`src/rtl/pwrind_pkg.sv`:
```
package pwrind_pkg;

  typedef enum logic [2:0] {
    LS_HIZ  = 3'd0,
    LS_LOWZ = 3'd1,
    LS_D75  = 3'd2,
    LS_D50  = 3'd3,
    LS_D25  = 3'd4,
    LS_ERR  = 3'd5
  } line_state_e;

  localparam int PWR_W = 14;

  function automatic logic [3:0] clamp_class(input logic [3:0] cls);
    return (cls > 4'd8) ? 4'd8 : cls;
  endfunction

  function automatic logic [PWR_W-1:0] req_power(input logic [3:0] cls, input logic ext);
    logic [PWR_W-1:0] p;
    case (clamp_class(cls))
      4'd0:    p = 14'd1300;
      4'd1:    p = 14'd384;
      4'd2:    p = 14'd649;
      4'd3:    p = 14'd1300;
      4'd4:    p = 14'd2550;
      4'd5:    p = ext ? 14'd3870 : 14'd4000;
      4'd6:    p = ext ? 14'd5270 : 14'd5100;
      4'd7:    p = ext ? 14'd7000 : 14'd6200;
      default: p = ext ? 14'd9000 : 14'd7130;
    endcase
    return p;
  endfunction

  function automatic logic [PWR_W-1:0] cap_power(input logic [PWR_W-1:0] p,
                                                 input logic [PWR_W-1:0] lim);
    return (p < lim) ? p : lim;
  endfunction

endpackage

```
`src/rtl/pwrind_sync.sv`:
```
module pwrind_sync #(
  parameter int STAGES = 2
) (
  input  logic clk_i,
  input  logic rst_ni,
  input  logic d_i,
  output logic q_o
);
  logic [STAGES-1:0] pipe_q;

  genvar g;
  generate
    for (g = 0; g < STAGES; g++) begin : g_stage
      if (g == 0) begin : g_first
        always_ff @(posedge clk_i) begin
          if (!rst_ni) pipe_q[g] <= 1'b1;
          else         pipe_q[g] <= d_i;
        end
      end else begin : g_next
        always_ff @(posedge clk_i) begin
          if (!rst_ni) pipe_q[g] <= 1'b1;
          else         pipe_q[g] <= pipe_q[g-1];
        end
      end
    end
  endgenerate

  assign q_o = pipe_q[STAGES-1];
endmodule

```
`src/rtl/pwrind_meter.sv`:
```
module pwrind_meter #(
  parameter int TIMEOUT = 432,
  parameter int CW      = 9
) (
  input  logic          clk_i,
  input  logic          rst_ni,
  input  logic          lvl_i,
  output logic          meas_v_o,
  output logic [CW-1:0] period_o,
  output logic [CW-1:0] low_o,
  output logic          steady_v_o,
  output logic          steady_lvl_o
);
  localparam logic [CW-1:0] CNT_MAX = '1;
  localparam logic [CW-1:0] TO_LAST = CW'(TIMEOUT - 1);

  logic          prev_q, ref_q, rose_q;
  logic [CW-1:0] cnt_q, low_q, tcnt_q;
  logic          fall, rise;

  assign fall = prev_q & ~lvl_i;
  assign rise = ~prev_q & lvl_i;

  always_ff @(posedge clk_i) begin
    if (!rst_ni) begin
      prev_q       <= 1'b1;
      ref_q        <= 1'b0;
      rose_q       <= 1'b0;
      cnt_q        <= '0;
      low_q        <= '0;
      tcnt_q       <= '0;
      meas_v_o     <= 1'b0;
      period_o     <= '0;
      low_o        <= '0;
      steady_v_o   <= 1'b0;
      steady_lvl_o <= 1'b1;
    end else begin
      prev_q     <= lvl_i;
      meas_v_o   <= 1'b0;
      steady_v_o <= 1'b0;
      if (fall) begin
        if (ref_q && rose_q) begin
          meas_v_o <= 1'b1;
          period_o <= cnt_q;
          low_o    <= low_q;
        end
        cnt_q  <= CW'(1);
        ref_q  <= 1'b1;
        rose_q <= 1'b0;
        tcnt_q <= '0;
      end else begin
        if (cnt_q != CNT_MAX) cnt_q <= cnt_q + 1'b1;
        if (rise) begin
          low_q  <= cnt_q;
          rose_q <= 1'b1;
          tcnt_q <= '0;
        end else if (tcnt_q == TO_LAST) begin
          steady_v_o   <= 1'b1;
          steady_lvl_o <= lvl_i;
          tcnt_q       <= '0;
          ref_q        <= 1'b0;
        end else begin
          tcnt_q <= tcnt_q + 1'b1;
        end
      end
    end
  end
endmodule

```
`src/rtl/pwrind_classify.sv`:
```
module pwrind_classify
  import pwrind_pkg::*;
#(
  parameter int PER_MIN = 101,
  parameter int PER_MAX = 144,
  parameter int CW      = 9
) (
  input  logic [CW-1:0] period_i,
  input  logic [CW-1:0] low_i,
  output line_state_e   state_o
);
  logic [CW+3:0] low8, per5, per3;

  always_comb begin
    low8 = {1'b0, low_i, 3'b000};
    per5 = ({4'b0, period_i} << 2) + {4'b0, period_i};
    per3 = ({4'b0, period_i} << 1) + {4'b0, period_i};
    if (int'(period_i) < PER_MIN || int'(period_i) > PER_MAX) state_o = LS_ERR;
    else if (low8 >= per5)                                    state_o = LS_D75;
    else if (low8 < per3)                                     state_o = LS_D25;
    else                                                      state_o = LS_D50;
  end
endmodule

```
`src/rtl/pwrind_map.sv`:
```
module pwrind_map
  import pwrind_pkg::*;
(
  input  line_state_e      state_i,
  input  logic [3:0]       class_i,
  input  logic             ext_i,
  input  logic             aux_i,
  output logic             ok_o,
  output logic [PWR_W-1:0] cw_o
);
  logic [3:0]       cls;
  logic [PWR_W-1:0] p_ieee, p_sel;

  always_comb begin
    cls    = clamp_class(class_i);
    p_ieee = req_power(cls, 1'b0);
    p_sel  = req_power(cls, ext_i);
    ok_o   = 1'b0;
    cw_o   = '0;
    if (aux_i) begin
      if ((state_i == LS_LOWZ && cls <= 4'd4) || (state_i == LS_D75 && cls >= 4'd5)) begin
        ok_o = 1'b1;
        cw_o = p_sel;
      end
    end else begin
      case (state_i)
        LS_HIZ:  begin ok_o = 1'b1; cw_o = cap_power(p_ieee, 14'd1300); end
        LS_LOWZ: begin ok_o = 1'b1; cw_o = 14'd2550; end
        LS_D75:  if (ext_i && cls >= 4'd5) begin ok_o = 1'b1; cw_o = p_sel; end
        LS_D50:  if (!ext_i) begin ok_o = 1'b1; cw_o = cap_power(p_ieee, 14'd5100); end
        LS_D25:  if (!ext_i) begin ok_o = 1'b1; cw_o = cap_power(p_ieee, 14'd7130); end
        default: ok_o = 1'b0;
      endcase
    end
  end
endmodule

```
`src/rtl/pwrind_decoder.sv`:
```
module pwrind_decoder
  import pwrind_pkg::*;
#(
  parameter int CLK_HZ      = 1_000_000,
  parameter int SYNC_STAGES = 2
) (
  input  logic             clk_i,
  input  logic             rst_ni,
  input  logic             line_i,
  input  logic             aux_mode_i,
  input  logic             src_ext_i,
  input  logic [3:0]       req_class_i,
  output logic [2:0]       state_o,
  output logic             err_o,
  output logic             pwr_valid_o,
  output logic [PWR_W-1:0] power_cw_o
);
  localparam int PER_MIN = CLK_HZ / 990;
  localparam int PER_MAX = CLK_HZ / 690;
  localparam int TIMEOUT = 3 * PER_MAX;
  localparam int CW      = $clog2(TIMEOUT + 1);

  logic          lvl;
  logic          meas_v, steady_v, steady_lvl;
  logic [CW-1:0] per, low;
  line_state_e   cls_state, dec_state, state_q;
  logic          dec_v, seen_q, confirm_q, map_ok;
  logic [PWR_W-1:0] map_cw;

  pwrind_sync #(.STAGES(SYNC_STAGES)) u_sync (
    .clk_i(clk_i), .rst_ni(rst_ni), .d_i(line_i), .q_o(lvl)
  );

  pwrind_meter #(.TIMEOUT(TIMEOUT), .CW(CW)) u_meter (
    .clk_i(clk_i), .rst_ni(rst_ni), .lvl_i(lvl),
    .meas_v_o(meas_v), .period_o(per), .low_o(low),
    .steady_v_o(steady_v), .steady_lvl_o(steady_lvl)
  );

  pwrind_classify #(.PER_MIN(PER_MIN), .PER_MAX(PER_MAX), .CW(CW)) u_cls (
    .period_i(per), .low_i(low), .state_o(cls_state)
  );

  assign dec_v     = meas_v | steady_v;
  assign dec_state = steady_v ? (steady_lvl ? LS_HIZ : LS_LOWZ) : cls_state;

  always_ff @(posedge clk_i) begin
    if (!rst_ni) begin
      state_q   <= LS_HIZ;
      seen_q    <= 1'b0;
      confirm_q <= 1'b0;
    end else if (dec_v) begin
      if (seen_q && dec_state == state_q) begin
        confirm_q <= 1'b1;
      end else begin
        state_q   <= dec_state;
        seen_q    <= 1'b1;
        confirm_q <= 1'b0;
      end
    end
  end

  pwrind_map u_map (
    .state_i(state_q), .class_i(req_class_i), .ext_i(src_ext_i),
    .aux_i(aux_mode_i), .ok_o(map_ok), .cw_o(map_cw)
  );

  assign state_o     = state_q;
  assign err_o       = (state_q == LS_ERR);
  assign pwr_valid_o = confirm_q & map_ok & (state_q != LS_ERR);
  assign power_cw_o  = pwr_valid_o ? map_cw : '0;
endmodule

```
`config.mk`:
```
export PLATFORM = sky130hd
export DESIGN_NAME = pwrind_decoder
export DESIGN_NICKNAME = d
export VERILOG_FILES = /design/src/rtl/pwrind_pkg.sv /design/src/rtl/pwrind_sync.sv /design/src/rtl/pwrind_meter.sv /design/src/rtl/pwrind_classify.sv /design/src/rtl/pwrind_map.sv /design/src/rtl/pwrind_decoder.sv
export SDC_FILE = /design/constraint.sdc
export NUM_CORES = 1
export LEC_CHECK = 0
export ABC_CLOCK_PERIOD_IN_PS = 10500
export BUFFER_PORTS_ARGS = -buffer_cell sky130_fd_sc_hd__buf_2
export CORE_MARGIN = 3
export CORE_UTILIZATION = 65
export DETAILED_ROUTE_END_ITERATION = 8
export GPL_ROUTABILITY_DRIVEN = 0
export PLACE_DENSITY = 0.85
export SLEW_MARGIN = 20
export SYNTH_ARGS = -nofsm -noshare
export SYNTH_HDL_FRONTEND = slang
export SYNTH_SLANG_ARGS = --single-unit
```
`constraint.sdc`:
```
create_clock -name clk_i -period 10.5 [get_ports clk_i]
set_input_delay 1.575 -clock clk_i [delete_from_list [all_inputs] [get_ports clk_i]]
set_output_delay 1.575 -clock clk_i [all_outputs]
set_load 0.02 [all_outputs]
```
Yosys cells after proc, flatten, opt, wreduce, memory -nomap -nowiden
Memory sizes are Yosys's and may differ from the RTL's. Cells that the tools add are included. W data, S select, Z words.

Flip-flop bits (word level): 78. Memories: 1. Word-level logic and storage cells: 120. Memory bits (writable): 0. Memory bits (read-only): 104. Latch bits: 0.

$add $sub $neg: 4. Bitwise logic cells: 11. Equality and inequality tests: 17. $mul: 0. Order comparisons: 11. Mux-type cells: 36. Div/mod/pow operators: 0. Shifts and indexed selects: 0. Reduce and logical (&&, ||, !) cells: 23.

Memory list: (no name shown) (depth 8, width 13, rd ports 1, clocked after Yosys merged registers in 0, write ports 0, RTL line pwrind_pkg.sv:20) `case (clamp_class(cls))`.

Operator list (number): $mux W14 (11); $pmux W14 S7 (1); $pmux W14 S5 (1); $lt A14 B13 Y1 const B (2); $add A13 B1 Y13 const B (2); $ge A16 B17 Y1 (1); $lt A16 B17 Y1 (1); $add A15 B13 Y16 (1); $eq A4 B3 Y1 const B (4); $add A14 B13 Y15 (1); $lt A14 B11 Y1 const B (1); $eq A13 B13 Y1 const B (1); $gt A13 B11 Y1 const B (1); $lt A13 B10 Y1 const B (1); $mux W1 (13); $ne A13 B13 Y1 const B (1); $mux W3 (4); $mux W11 (1); $mux W10 (1); $reduce_and A2 Y1 (5); $eq A4 B2 Y1 const B (2); $gt A4 B4 Y1 const B (2); $mux W4 (2); $mux W8 (1); 22 further kinds (41).

Longest topological paths before layout
An unclocked memory read counts as a cell.

Depth after elaboration: 12. Gate-level depth with buffers: 20. Mapped depth without buffers: 20.

Hierarchy
Synthesis repeated with hierarchy kept, for this count alone.

Cell total of the unflattened synthesis: 795. Area, all modules: 6426.2 um^2.

Modules (own cells, without submodules): pwrind_meter (sequential area each 1421.4 um^2, instances 1, area an instance 2891.5 um^2, cells an instance 320); pwrind_classify (sequential area each 0.0 um^2, instances 1, area an instance 1855.5 um^2, cells an instance 235); pwrind_map (sequential area each 0.0 um^2, instances 1, area an instance 1161.1 um^2, cells an instance 176); pwrind_decoder (sequential area each 100.1 um^2, instances 1, area an instance 465.4 um^2, cells an instance 60); pwrind_sync (sequential area each 40.0 um^2, instances 1, area an instance 52.6 um^2, cells an instance 4).

Worst setup path after synthesis
No wires, ideal clock.

Path kind: input to output. Start point: in req_class_i[3]. End point: out power_cw_o[11]. Path buffers: 2. Stages: 12. Slack: 4798 ps. Arrival time: 4127 ps. Data required time: 8925 ps. Cell sequence: clkbuf_1 -> clkbuf_1 -> nand2b_1 -> inv_1 -> ha_1 -> nor2b_1 -> o311ai_1 -> a31oi_1 -> a21oi_1 -> nor2_1 -> o21ai_1 -> a221oi_1.

Word-level cells in the longest chain between the ends: 12.

RTL lines: start, declared (RTL line pwrind_decoder.sv:12) `input logic [3:0] req_class_i,`; $gt A4 B4 Y1 (RTL line pwrind_pkg.sv:15) `return (cls > 4'd8) ? 4'd8 : cls;`; $mux W4 * (RTL line pwrind_pkg.sv:15); $gt A4 B4 Y1 (RTL line pwrind_pkg.sv:15); $mux W4 (RTL line pwrind_pkg.sv:15); $mem_v2 Z8 W13; $mux W14 (RTL line pwrind_pkg.sv:20); $lt A14 B13 Y1 (RTL line pwrind_pkg.sv:36) `return (p < lim) ? p : lim;`; $mux W14 (RTL line pwrind_pkg.sv:36); $mux W14, on equally long branches (RTL line pwrind_map.sv:31, pwrind_map.sv:30); $pmux W14 S5 (RTL line pwrind_map.sv:26) `case (state_i)`; $mux W14 (RTL line pwrind_map.sv:20) `if (aux_i) begin`; $mux W14 * (RTL line pwrind_decoder.sv:71) `assign power_cw_o = pwr_valid_o ? map_cw : '0;`; end, declared (RTL line pwrind_decoder.sv:16) `output logic [PWR_W-1:0] power_cw_o`.

Mark *: on every way between the ends. The rest lies on a longest branch, timed or not.

Final worst setup path
Start point: in req_class_i[3]. End point: out power_cw_o[0].

Same word-level chain as after synthesis.

==> results.txt <==
via count = 5328
nets = 851
CTS tree = built
crit end category = output pin
crit start category = input port
Gate power share = 0.079
antenna-violating nets left = 0
CTS clk-pin slew, worst paths = 80 ps
Longest Clk Path Bufs = 2
Avg WL per Cell = 15.0 microns
Net Sw Frac = 0.240
cts hold-fix bufs = 0
Syn Inst Count = 756
post-CTS setup buffers = 0
die width = 102 microns
Vert. Die Dim = 102 microns
largest net degree at the start of global routing = 53
Ant. Diodes = 0
first-pass GRT wire length = 22200 microns
Congestion Overflow GR = 0
Max Clock Freq = 170 MHz
crit-path cells = buf_2, nand2b_1, inv_1, ha_1, nor2b_1, o311ai_1, a31oi_1, a21oi_1, nor2_1, o31ai_1, a211oi_1, buf_2
count leader, synth = nand2_1
cell row count = 34
share of cells above drive strength 1 = 0.0688
Synth area leader = dfxtp_1
count of flip-flops with a built-in enable after synthesis = 0
Die Area = 10300 sq um
Initial Util = 0.673
Final Critical Period = 5890 ps
routed wire length = 13200 microns
cell mode on critical path = buf_2
filler cell count = 694
Worst Hold Launch = u_sync.pipe_q[0]$_SDFF_PN1_
Peak supply drop = 0.000121 V
Commonest cells post-synth = nand2_1 (92), nor2_1 (87), dfxtp_1 (78), ha_1 (74), a21oi_1 (39)
worst r2r src = u_meter.period_o[1]$_SDFFE_PN0P_
sequential share of power = 0.559
CTS root buf = clkbuf_8
FF-to-FF End = confirm_q$_SDFFE_PN0N_
Layout Skew = 7.37 ps
Avg Synthesized Cell Area = 7.84 sq um
CTS Sinks = 78
Worst Max-Slew Pin Slew = 950 ps
Max Slew Vio Count = 0
period utilization = 0.561
CTS resizes = 0
Synth Flop Type = dfxtp_1
CP top delay family = compound AO/OA/AOI/OAI gates
port bufs = 27
post-synth top area share = 0.263
placed instance area = 6090 sq um
Post-Synthesis Cell Area = 5930 sq um
1st-iter DRT viols = 274
RSZ-0062 raised after global routing = false
area grow syn2layout = 5.72%
worst path bufs/invs = 3
required time worst endpoint = 8930 ps
Worst Hold End = u_sync.q_o$_SDFF_PN1_
worst slew margin relative to its limit = 0.365
Residual DRC = 0
Max FO, Critical Path = 30
synth warn = 0
Pwr Density = 86.0 nW/um^2
Unique masters post-synth = 72
max-cap violations = 0
vias in the first global route = 4981
status = complete, no violations
Hold Crit Depth = 1
vias per cell = 6.07
Worst R2R Path Depth = 18
main area contributors after synthesis = dfxtp_1 (26%), ha_1 (16%), nand2_1 (5.8%)
setup tns final = 0 ps
Pint = 0.410 mW
Post-Syn Nets = 841
Crit Path Category = in2out
Tightest Hold Check Type = reg2reg
Pre-antenna DRT Iters = 5
initial antenna violation count = 0
Synth Register Bits = 78
endpoints failing hold = 0
Seq/Total Area, Yosys = 0.263
TritonCTS Buffers = 9
Clk network pwr share = 0.362
Clock Latency Late Sink = 340 ps
Sw Pwr = 0.129 mW
io pins = 28
register-to-register setup slack = 5930 ps
Pleak = 2.57 nW
Synth async-reset ratio = 0
area of the core = 8810 sq um
slowest CP cell = buf_2
Max stage delay on crit path = 380 ps
htree depth = 3
DP HPWL = 9980 microns
Final Instance Area = 6270 sq um
GR Util All Layers = 0.262
Setup violations, final = 0
CP arrival = 4320 ps
-- layout by cell type (no fill, tap or decap), types with 3 or more instances in the layout --
master	instances
ha_1	74
a21o_1	7
clkbuf_8	11
nor3_1	19
xor2_1	13
and2_1	5
a22oi_1	3
inv_1	38
nand2b_1	18
o21ai_0	19
a21boi_0	28
mux2i_1	14
a221oi_1	5
nand2_1	92
and3_1	7
nor2_1	87
buf_2	27
o21ai_1	12
nor2b_1	24
o21bai_1	6
nand3_1	22
a21oi_1	39
nand4_1	6
o211ai_1	5
o21a_1	7
clkinv_2	3
dfxtp_1	78
a211oi_1	10
or2_2	3
xnor2_1	28
-- metrics by stage --
step           total power [mW]  instances  hold WS [ps]  utilization  setup WS [ps]
6_report                  0.539        878           439        0.712           4610
5_1_grt                   0.561        878           456        0.712           4380
4_1_cts                   0.542        877           438        0.711           4700
3_5_place_dp              0.349        862           410        0.691           4720
3_3_place_gp              0.348        862           396        0.691           4840
2_1_floorplan             0.340        756           386            -           4800
-- how the worst max path moves through the flow --
stage / end / depth (start not counted) / start
2_1_floorplan: power_cw_o[11] / 12 / req_class_i[3]
3_3_place_gp: power_cw_o[11] / 12 / req_class_i[3]
3_5_place_dp: power_cw_o[0] / 12 / req_class_i[3]
4_1_cts: power_cw_o[0] / 12 / req_class_i[3]
5_1_grt: power_cw_o[0] / 12 / req_class_i[3]
6_report: power_cw_o[0] / 12 / req_class_i[3]
-- power groups by stage --
stage,Combinational [mW],Sequential [mW],Clock [mW]
after floorplan,0.0322,0.307,0
after global placement,0.0402,0.308,0
after detailed placement,0.0411,0.308,0
after CTS,0.0413,0.301,0.200
after global routing,0.0470,0.302,0.212
final,0.0426,0.301,0.195
-- metal layers --
metal / vias to the layer above / part of all wire / track usage / wire [microns]
li1: 2659 / - / - / -
met1: 2460 / 0.46 / 0.358 / 6040
met2: 174 / 0.46 / 0.420 / 6030
met3: 35 / 0.065 / 0.0427 / 860
met4: 0 / 0.019 / 0.0971 / 252
met5: - / 0 / 0 / 0
-- kinds of logic (layout without fill, tap and decap cells) --
group           after synthesis  after routing  share of synthesized area
fa+ha+maj                    76             76                      0.163
compound gates              175            175                      0.202
buf+inv                      69             83                     0.0466
flops                        78             78                      0.263
simple gates                303            303                      0.241
mux                          14             14                     0.0236
xor+xnor                     41             41                     0.0606
-- flip-flops by register name, summed over array words and instances (netlist names), 3 cells and up --
name,flops
state_o,3
u_meter.cnt_q,13
u_meter.low_o,13
u_meter.low_q,13
u_meter.period_o,13
u_meter.tcnt_q,13
-- layout make-up --
| type | instances | area [sq um] | share of cell area |
|---|---|---|---|
| Clock inverter | 4 | 22.5 | 0.00359 |
| Multi-Input combinational cell | 609 | 4090 | 0.653 |
| Inverter | 40 | 164 | 0.0262 |
| Timing Repair Buffer | 28 | 143 | 0.0228 |
| Clock buffer | 11 | 151 | 0.0242 |
| Sequential cell | 78 | 1560 | 0.249 |
| Tap cell | 108 | 135 | 0.0216 |
No activity file was read; power rests on OpenSTA's default activity.
